`src/rtl/ediv_pkg.sv`:
```
// Shared types for the early-out divider.
// Assumes: nothing beyond IEEE 1800-2017 packages.
package ediv_pkg;

    // Control states of the divider sequencer.
    typedef enum logic [1:0] {
        ST_IDLE = 2'd0,
        ST_RUN  = 2'd1,
        ST_FIX  = 2'd2
    } div_state_e;

endpackage

```
`src/rtl/ediv_width_detect.sv`:
```
// Works out how many restoring steps a dividend needs. The answer is the
// smallest multiple of CHUNK (up to XLEN) whose width holds the value: as
// unsigned when sgn=0, as two's complement when sgn=1.
// Assumes: XLEN is a multiple of CHUNK. Only dividend bits
// [XLEN-1:CHUNK-1] can affect the answer, so only those are passed in.
module ediv_width_detect #(
    parameter int XLEN  = 32,
    parameter int CHUNK = 8,
    parameter int CNTW  = $clog2(XLEN + 1),
    parameter int HIW   = XLEN - CHUNK + 1
) (
    input  logic [HIW-1:0]  dvd_hi,   // dividend bits [XLEN-1:CHUNK-1]
    input  logic            sgn,
    output logic [CNTW-1:0] steps
);
    localparam int NCHUNK = XLEN / CHUNK;

    logic [NCHUNK:1] fits;

    // One width test per granule boundary below full width.
    for (genvar k = 1; k < NCHUNK; k++) begin : g_fit
        localparam int SLO = k * CHUNK - CHUNK;      // sign-run lowest bit
        localparam int ULO = k * CHUNK - CHUNK + 1;  // zero-run lowest bit
        assign fits[k] = sgn ? ((&dvd_hi[HIW-1:SLO]) | ~(|dvd_hi[HIW-1:SLO]))
                             : ~(|dvd_hi[HIW-1:ULO]);
    end
    assign fits[NCHUNK] = 1'b1;

    // Pick the narrowest granule that holds the value.
    always_comb begin
        steps = CNTW'(XLEN);
        for (int k = NCHUNK - 1; k >= 1; k--) begin
            if (fits[k]) steps = CNTW'(k * CHUNK);
        end
    end
endmodule

```
`src/rtl/ediv_step.sv`:
```
// One restoring-division step: shift the next dividend bit into the partial
// remainder, subtract the divisor where it fits, and shift out a quotient bit.
// Assumes: rem_i < dsr_i on entry (true for any nonzero divisor).
module ediv_step #(
    parameter int XLEN = 32
) (
    input  logic [XLEN-1:0] rem_i,
    input  logic [XLEN-1:0] quo_i,
    input  logic [XLEN-1:0] dsr_i,
    output logic [XLEN-1:0] rem_o,
    output logic [XLEN-1:0] quo_o
);
    logic [XLEN:0]   shifted;
    logic [XLEN-1:0] diff;
    logic            ge;

    // Trial subtraction and restore decision.
    always_comb begin
        shifted = {rem_i, quo_i[XLEN-1]};
        ge      = (shifted >= {1'b0, dsr_i});
        diff    = shifted[XLEN-1:0] - dsr_i;
        rem_o   = ge ? diff : shifted[XLEN-1:0];
        quo_o   = {quo_i[XLEN-2:0], ge};
    end
endmodule

```
`src/rtl/ediv_sign_fix.sv`:
```
// Final correction: gives the unsigned magnitudes the requested signs and
// substitutes the fixed divide-by-zero pattern.
// Assumes: the magnitudes come from a completed run of restoring steps.
module ediv_sign_fix #(
    parameter int XLEN = 32
) (
    input  logic [XLEN-1:0] quo_mag,
    input  logic [XLEN-1:0] rem_mag,
    input  logic            neg_q,
    input  logic            neg_r,
    input  logic            div_zero,
    input  logic [XLEN-1:0] dvd_raw,
    output logic [XLEN-1:0] quo,
    output logic [XLEN-1:0] rem
);
    // Sign application and zero-divisor override.
    always_comb begin
        if (div_zero) begin
            quo = '1;
            rem = dvd_raw;
        end else begin
            quo = neg_q ? (-quo_mag) : quo_mag;
            rem = neg_r ? (-rem_mag) : rem_mag;
        end
    end
endmodule

```
`src/rtl/ediv_top.sv`:
```
// Early-out iterative divider. It takes a start pulse while idle, loads the
// operand magnitudes pre-shifted so that only the significant dividend width
// is iterated, runs one restoring step per clock, then spends one cycle on
// sign correction and raises done with the registered results.
// Assumes: the issuer stalls while busy_o is high. Starts seen while busy
// are dropped.
module ediv_top #(
    parameter int XLEN  = 32,
    parameter int CHUNK = 8
) (
    input  logic            clk,
    input  logic            rst_n,
    input  logic            start_i,
    input  logic            signed_i,
    input  logic [XLEN-1:0] dividend_i,
    input  logic [XLEN-1:0] divisor_i,
    output logic            busy_o,
    output logic            done_o,
    output logic [XLEN-1:0] quot_o,
    output logic [XLEN-1:0] rem_o
);
    import ediv_pkg::*;

    localparam int CNTW = $clog2(XLEN + 1);
    localparam int HIW  = XLEN - CHUNK + 1;
    localparam int RUNW = CNTW + 1;

    div_state_e      state_q;
    logic [CNTW-1:0] cnt_q;
    logic [XLEN-1:0] rem_q, quo_q, dsr_q, dvd_q;
    logic            neg_q_q, neg_r_q, dz_q;

    logic [CNTW-1:0] steps, pre_sh;
    logic [XLEN-1:0] dvd_mag, dsr_mag;
    logic [XLEN-1:0] rem_nx, quo_nx;
    logic [XLEN-1:0] quo_fin, rem_fin;
    logic            accept;

    // Operand magnitudes and the start handshake.
    always_comb begin
        accept  = start_i && (state_q == ST_IDLE);
        dvd_mag = (signed_i && dividend_i[XLEN-1]) ? (-dividend_i) : dividend_i;
        dsr_mag = (signed_i && divisor_i[XLEN-1])  ? (-divisor_i)  : divisor_i;
        pre_sh  = CNTW'(XLEN) - steps;
    end

    ediv_width_detect #(
        .XLEN (XLEN),
        .CHUNK(CHUNK),
        .CNTW (CNTW),
        .HIW  (HIW)
    ) u_width (
        .dvd_hi(dividend_i[XLEN-1:CHUNK-1]),
        .sgn   (signed_i),
        .steps (steps)
    );

    ediv_step #(.XLEN(XLEN)) u_step (
        .rem_i(rem_q),
        .quo_i(quo_q),
        .dsr_i(dsr_q),
        .rem_o(rem_nx),
        .quo_o(quo_nx)
    );

    ediv_sign_fix #(.XLEN(XLEN)) u_fix (
        .quo_mag (quo_q),
        .rem_mag (rem_q),
        .neg_q   (neg_q_q),
        .neg_r   (neg_r_q),
        .div_zero(dz_q),
        .dvd_raw (dvd_q),
        .quo     (quo_fin),
        .rem     (rem_fin)
    );

    // Sequencer and iteration datapath.
    always_ff @(posedge clk) begin
        if (!rst_n) begin
            state_q <= ST_IDLE;
            cnt_q   <= '0;
            rem_q   <= '0;
            quo_q   <= '0;
            dsr_q   <= '0;
            dvd_q   <= '0;
            neg_q_q <= 1'b0;
            neg_r_q <= 1'b0;
            dz_q    <= 1'b0;
        end else begin
            case (state_q)
                ST_IDLE: begin
                    if (accept) begin
                        state_q <= ST_RUN;
                        cnt_q   <= steps;
                        rem_q   <= '0;
                        quo_q   <= dvd_mag << pre_sh;
                        dsr_q   <= dsr_mag;
                        dvd_q   <= dividend_i;
                        neg_q_q <= signed_i && (dividend_i[XLEN-1] ^ divisor_i[XLEN-1]);
                        neg_r_q <= signed_i && dividend_i[XLEN-1];
                        dz_q    <= (divisor_i == '0);
                    end
                end
                ST_RUN: begin
                    rem_q <= rem_nx;
                    quo_q <= quo_nx;
                    cnt_q <= cnt_q - 1'b1;
                    if (cnt_q == CNTW'(1)) state_q <= ST_FIX;
                end
                default: begin
                    state_q <= ST_IDLE;
                end
            endcase
        end
    end

    // Result registers and completion pulse.
    always_ff @(posedge clk) begin
        if (!rst_n) begin
            done_o <= 1'b0;
            quot_o <= '0;
            rem_o  <= '0;
        end else begin
            done_o <= (state_q == ST_FIX);
            if (state_q == ST_FIX) begin
                quot_o <= quo_fin;
                rem_o  <= rem_fin;
            end
        end
    end

    assign busy_o = (state_q != ST_IDLE);

    // Length of the current busy run, kept for the bound check below.
    localparam logic [RUNW-1:0] MAX_RUN = RUNW'(XLEN + 1);
    logic [RUNW-1:0] busy_run_q;
    always_ff @(posedge clk) begin
        if (!rst_n)      busy_run_q <= '0;
        else if (busy_o) busy_run_q <= busy_run_q + 1'b1;
        else             busy_run_q <= '0;
    end

    AST_BUSY_BOUND: assert property (@(posedge clk) disable iff (!rst_n)
        busy_run_q <= MAX_RUN);
    AST_DONE_SINGLE: assert property (@(posedge clk) disable iff (!rst_n)
        done_o |=> !done_o);
    AST_DONE_AFTER_BUSY: assert property (@(posedge clk) disable iff (!rst_n)
        done_o |-> (!busy_o && $past(busy_o)));
    AST_RESULT_HOLD: assert property (@(posedge clk) disable iff (!rst_n)
        !done_o |-> ($stable(quot_o) && $stable(rem_o)));
    AST_IGNORE_BUSY_START: assert property (@(posedge clk) disable iff (!rst_n)
        (busy_o && start_i && !(state_q == ST_FIX)) |=> busy_o);
endmodule

```
`config.mk`:
```
export PLATFORM = sky130hd
export DESIGN_NAME = ediv_top
export DESIGN_NICKNAME = d
export VERILOG_FILES = /design/src/rtl/ediv_pkg.sv /design/src/rtl/ediv_width_detect.sv /design/src/rtl/ediv_step.sv /design/src/rtl/ediv_sign_fix.sv /design/src/rtl/ediv_top.sv
export SDC_FILE = /design/constraint.sdc
export NUM_CORES = 1
export LEC_CHECK = 0
export ABC_AREA = 1
export CAP_MARGIN = 10
export CORE_MARGIN = 1.5
export CORE_UTILIZATION = 60
export CTS_BUF_LIST = sky130_fd_sc_hd__clkbuf_4 sky130_fd_sc_hd__clkbuf_8 sky130_fd_sc_hd__clkbuf_16
export DETAILED_ROUTE_END_ITERATION = 8
export PLACE_DENSITY = 0.9
export SETUP_SLACK_MARGIN = 0.02
export SYNTH_ARGS = -nofsm -noshare
export SYNTH_HDL_FRONTEND = slang
export SYNTH_SLANG_ARGS = --single-unit
```
`constraint.sdc`:
```
create_clock -name clk -period 9.03 [get_ports clk]
set_clock_uncertainty 0.05 [all_clocks]
set_input_delay 2.709 -clock clk [delete_from_list [all_inputs] [get_ports clk]]
set_output_delay 2.709 -clock clk [all_outputs]
set_load 0.05 [all_outputs]
```
==> impl_metrics.toml, run 1 <==
[outcome]
status = "completed"

[logic_synthesis]
synth.distinct_cells = 51
netlist_top_cells_area = "dfxtp_1, nand2_1, a21oi_1, inv_1, nand3_1"
netlist_top_cells_count = "nand2_1, inv_1, nor2_1, a21oi_1, dfxtp_1"
syn_avg_cell_area_sq_um = 6.28
synthCells = 2259
yosysTopAreaCell = "dfxtp_1"
ys_seq_area_share_pct = 28.8
syn_nets = 2367
synth_ff_type = "dfxtp_1"
synth_most_common_cell = "nand2_1"
synth_top_area_share_pct = 28.8
ys_warn_count = 0
synth_area_sq_um = 14200
synth_seq_cells = 204
synth_edf_count = 0
synthArstFlopShare_pct = 0

[global_routing]
overflow = 0
grt_pass1_wl_microns = 76000
antenna_found_initial = 0
grt_pass1_vias = 14200
grtUsageTotal_pct = 39.2
grt_max_degree = 108

[timing]
rsz0062_at_grt = "no"
worst_pin_slew_ns = 1.01
setup_violations = 0
fin_setup_tns_ns = 0
relSlewSlack_pct = 32.5
finalCriticalPeriod_ns = 6.38
hold_viol = 0
max_freq_mhz = 157
min_period_over_period_pct = 70.7
slew_viol_final = 0

[clocking]
cts_buffers = 23
holdBufCountCts = 0
post_cts_resized = 0
clockBufferDepth = 3
clk_latency_ns = 0.52
cts_tree = "built"
cts_root_buf = "clkbuf_16"
cts_sinks = 204
cts.clk_slew.worst_paths_ns = 0.06
htree_num_levels = 1
postCtsSetupBuffers = 0

[floorplanning]
chipHeight_microns = 157
io_pins = 134
start_util_pct = 60.8
dieWidth_microns = 157
die-area_sq_um = 24600
core_region_area_sq_um = 23300
rows = 56

[finish]
drive_above_1_share_pct = 4.02
nFillCells = 2009
post-route-util_pct = 70.2
areaGrowthSynthToFinish_pct = 15.4
nNetsFinal = 2434
antennaDiodeCount = 0
stdcell_count = 2659

[critical_path]
end_kind = "flop"
cp.required_ns = 9.40
crit_type = "input port to flop"
reg2reg_slack_ns = 5.84
cp_max_fo = 33
start_kind = "input port"
crit_arrival_ns = 6.75

[pwr]
switchingPower_uw = 1550
combPwrFrac_pct = 43.4
p_total_uw = 3670
p_seq_share_pct = 29.1
p_clk_share_pct = 27.5
ir_drop_mv = 0.149
p_leak_uw = 0.00738
powerDensity_nw_per_um2 = 224
p_int_uw = 2120
p_sw_share_pct = 42.3

[route]
post_drt_wl_per_cell_microns = 18.4
drc_errors = 0
antenna_left = 0
drt-total-wl_microns = 48900
vias_per_cell = 5.99
drtIter0Drc = 2316
first_pass_iters = 6
vias = 15900

[hold_path]
hold_class = "flop to flop"

[placement]
io_buffers = 133
hpwl_microns = 36900
routabilityCongestion = 0.974
placed_cells = 2620

[flow_run]
cap_violations = 0
path summary, 6_finish.rpt:
path                    startpoint                      to  cells past startpoint
max                 dividend_i[28]  quo_q[19]$_SDFFE_PN0P_                     14
min          rem_o[9]$_SDFFE_PN0P_   rem_o[9]$_SDFFE_PN0P_                      2
max reg2reg  rem_q[0]$_SDFFE_PN0P_  rem_q[22]$_SDFFE_PN0P_                     14
min reg2reg  rem_o[9]$_SDFFE_PN0P_   rem_o[9]$_SDFFE_PN0P_                      2
metal layers:
metal | track usage, % | vias up | part of all wire, %
li1 | - | 7572 | -
met3 | 6.48 | 99 | 11
met4 | 8.98 | 0 | 2.3
met1 | 57.5 | 7254 | 44
met5 | 0 | - | 0
met2 | 59.8 | 994 | 43
per-stage QoR:
step                setup WS, ns  hold WS, ns  area, sq um
floorplan                   4.19        0.380        14200
global placement            2.32        0.402        15600
detailed placement          2.22        0.406        15600
CTS                         2.73        0.419        16400
finish                      2.65        0.423        16400
global route                2.38        0.448        16400
cells in the final DEF, fill, tap and decap left out, types with 4 or more instances in the layout:
| master | Yosys | final |
|---|---|---|
| clkbuf_16 | 0 | 23 |
| nand3b_1 | 17 | 17 |
| o21ai_0 | 157 | 157 |
| ha_1 | 39 | 39 |
| inv_1 | 265 | 265 |
| xor2_1 | 76 | 76 |
| o211ai_1 | 19 | 19 |
| o22ai_1 | 8 | 8 |
| nor4_1 | 7 | 7 |
| or2_2 | 6 | 6 |
| o221ai_1 | 21 | 21 |
| o21ai_1 | 22 | 22 |
| buf_4 | 2 | 10 |
| a21oi_1 | 215 | 215 |
| dfxtp_1 | 204 | 204 |
| nand3_1 | 187 | 187 |
| nor2_1 | 226 | 223 |
| inv_2 | 9 | 8 |
| nor3_1 | 30 | 30 |
| clkbuf_4 | 0 | 5 |
| bufinv_16 | 0 | 4 |
| nand2_2 | 6 | 6 |
| a22oi_1 | 21 | 21 |
| nor3_2 | 4 | 4 |
| a31oi_1 | 8 | 8 |
| xnor2_1 | 24 | 24 |
| clkdlybuf4s50_1 | 0 | 132 |
| nand4_1 | 23 | 23 |
| nand2_1 | 526 | 526 |
sequential cells by signal, indices dropped and copies added, names as in the netlist, 2 cells and up:
name / count
quo_q: 32
cnt_q: 6
dsr_q: 32
quot_o: 32
state_q: 2
rem_o: 32
rem_q: 32
dvd_q: 32
kinds of logic (layout without fill, tap and decap cells):
family,after synthesis,count (layout),share of synthesized area [%]
XOR/XNOR,101,101,6.36
flip-flops,204,204,28.8
AO/OA/AOI/OAI,492,492,19.2
AND/OR/NAND/NOR,1046,1046,31.7
adder cells (fa/ha/maj),40,40,3.58
buffers and inverters,376,457,10.4
power groups by stage:
stage / clock network, uW / registers (uW) / logic (uW)
3_3_place_gp: 0 / 1080 / 1500
3_5_place_dp: 0 / 1080 / 1530
5_1_grt: 1050 / 1070 / 1770
2_1_floorplan: 0 / 1060 / 1160
6_report: 1010 / 1070 / 1590
4_1_cts: 1010 / 1060 / 1550
critical path, cell delays in order:
cell,delay (ns)
clkdlybuf4s50_1,0.72
nor2_4,0.10
nand2_2,0.09
nor2_2,0.04
nand2_1,0.10
o21ai_1,0.09
a21oi_2,0.58
nand2_4,0.37
inv_2,0.28
ha_1,0.78
inv_1,0.43
nand3_1,0.21
nand3_1,0.09
a21oi_1,0.13
final cells by class:
cell class,count,area [sq um],area share [%]
multi-input combinational,1679,8660,52.9
sequential,204,4080,24.9
timing repair buffer,143,1400,8.56
inverter,275,1030,6.31
clock buffer,31,654,4.00
tap,319,399,2.44
clock inverter,8,149,0.909
Note: power is estimated with default switching activity, not from simulation.
==> run 2, diff against run 1 <==
--- a/config.mk
+++ b/config.mk
@@ -8,10 +8,10 @@
 export ABC_AREA = 1
 export CAP_MARGIN = 10
 export CORE_MARGIN = 1.5
-export CORE_UTILIZATION = 60
+export CORE_UTILIZATION = 59
 export CTS_BUF_LIST = sky130_fd_sc_hd__clkbuf_4 sky130_fd_sc_hd__clkbuf_8 sky130_fd_sc_hd__clkbuf_16
 export DETAILED_ROUTE_END_ITERATION = 8
-export PLACE_DENSITY = 0.9
+export PLACE_DENSITY = 0.89
 export SETUP_SLACK_MARGIN = 0.02
 export SYNTH_ARGS = -nofsm -noshare
 export SYNTH_HDL_FRONTEND = slang
==> constraint.sdc (replaced) <==
create_clock -name clk -period 6.7 [get_ports clk]
set_clock_uncertainty 0.05 [all_clocks]
set_input_delay 2.01 -clock clk [delete_from_list [all_inputs] [get_ports clk]]
set_output_delay 2.01 -clock clk [all_outputs]
set_load 0.05 [all_outputs]
==> run 2 against run 1 <==
Global-route usage down 1.7 points. Via count is 0.91% lower. Sequential power is 35% higher. Sequential share of layout area increased by 0.12 points. Count of clock-buffer cells in the layout down 1. Largest power group unchanged. Setup slack got worse by 1.4 ns. Sequential cell count unchanged. Utilization shrank 0.96 points.
==> impl_metrics.toml, run 2 (synthesis gave the netlist of run 1 again) <==
[finish]
drive_above_1_share_pct = 3.98
layout_commonest_cell = "nand2_1"
postLayoutCellArea_sq_um = 16300
post-route-util_pct = 69.2
nNetsFinal = 2435
final_cell_mix = "nand2_1, inv_1, nor2_1, a21oi_1, dfxtp_1"
areaGrowthSynthToFinish_pct = 14.8

[hold_path]
hold_class = "flop to flop"
hold_start = "dvd_q[31]$_SDFFE_PN0P_"

[clocking]
htree_num_levels = 1
cts_buffers = 23
clk_latency_ns = 0.52
cts_tree = "built"
cts_root_buf = "clkbuf_16"
holdBufCountCts = 0
post_cts_resized = 0
cts.clk_slew.worst_paths_ns = 0.06
postCtsSetupBuffers = 0
cts_sinks = 204
clockBufferDepth = 3

[placement]
io_buffers = 133
routabilityCongestion = 1.01
hpwl_microns = 36200
placed_cell_area_sq_um = 15600

[floorplanning]
start_util_pct = 60.3
die-area_sq_um = 25000
chipHeight_microns = 158
core_region_area_sq_um = 23500
rows = 56
dieWidth_microns = 158
io_pins = 134

[route]
vias_per_cell = 5.93
vias = 15800
drtIter0Drc = 1932
first_pass_iters = 6
drt-total-wl_microns = 47500
antenna_left = 0
post_drt_wl_per_cell_microns = 17.8
drc_errors = 0

[global_routing]
grt_pass1_vias = 14000
grt_pass1_wl_microns = 73700
overflow = 0
antenna_found_initial = 2
grt_max_degree = 108
grtUsageTotal_pct = 37.5

[timing]
finalCriticalPeriod_ns = 5.46
whs_ns = 0.414
slew_viol_final = 0
worst_pin_slew_ns = 1.04
fin_setup_tns_ns = 0
min_period_over_period_pct = 81.6
hold_viol = 0
rsz0062_at_grt = "no"
relSlewSlack_pct = 30.4
max_freq_mhz = 183
setup_violations = 0

[outcome]
status = "completed"

[critical_path]
crit_arrival_ns = 5.86
cp.required_ns = 7.09
crit_type = "input port to flop"
r2r-start = "quo_q[31]$_SDFFE_PN0P_"
start_kind = "input port"
startpoint = "dividend_i[28]"
cp_max_fo = 33
end_kind = "flop"

[flow_run]
cap_violations = 0

[pwr]
p_leak_uw = 0.00735
ir_drop_mv = 0.219
p_sw_share_pct = 42.9
combPwrFrac_pct = 44.5
p_int_uw = 2730
switchingPower_uw = 2050
p_seq_share_pct = 30.1
powerDensity_nw_per_um2 = 293
p_clk_share_pct = 25.3
-- run 2: changes by cell type in the layout (fill, tap and decap cells not counted), sizes merged --
cell / delta
bufinv: -3
buf: +1
clkbuf: -1
inv: +2
diode: +2
-- run 2: layer usage --
metal,global-route usage [%],share of wire [%]
met5,2.07,0.14
met1,53.1,42
met4,11.2,2.9
met3,8.73,12
met2,56.1,43
-- run 2: power groups by stage --
stage	Clock, uW	Sequential [uW]	Combinational (uW)
6_report	1210	1440	2130
5_1_grt	1260	1450	2370
4_1_cts	1220	1430	2070
3_5_place_dp	0	1460	2050
3_3_place_gp	0	1450	2010
2_1_floorplan	0	1420	1560
-- run 2: area by class of cell --
type                    count  area (sq um)
fillers                  2150          7240
well taps                 319           399
clock inverters             7          72.6
clock buffers              30           641
repair buffers            144          1410
flip-flops and latches    204          4080
inverters                 275          1030
diodes                      2          5.00
multi-input cells        1679          8660
-- run 2: critical path: stages --
cell	delay [ns]
clkdlybuf4s50_1	0.73
nor2_4	0.09
nand2_2	0.09
nor2_2	0.04
nand2_1	0.10
o21ai_1	0.09
a21oi_2	0.52
nand2_4	0.34
inv_2	0.27
ha_1	0.71
inv_1	0.40
nand3_1	0.20
nand3_1	0.08
a21oi_1	0.15
-- run 2: metrics by stage --
stage | setup WS (ns) | power, uW | std cells
floorplan | 2.55 | 2980 | 2259
global placement | 0.897 | 3460 | 2621
detailed placement | 0.776 | 3510 | 2621
CTS | 1.32 | 4720 | 2658
global route | 0.946 | 5080 | 2660
finish | 1.24 | 4780 | 2660
-- run 2: worst paths after layout --
check                           endpoint  slack [ns]  cells past startpoint
setup reg to reg   rem_q[4]$_SDFFE_PN0P_        3.47                     16
setup / recovery  quo_q[21]$_SDFFE_PN0P_        1.24                     14
hold / removal    dvd_q[31]$_SDFFE_PN0P_        0.41                      2
hold reg to reg   dvd_q[31]$_SDFFE_PN0P_        0.41                      2
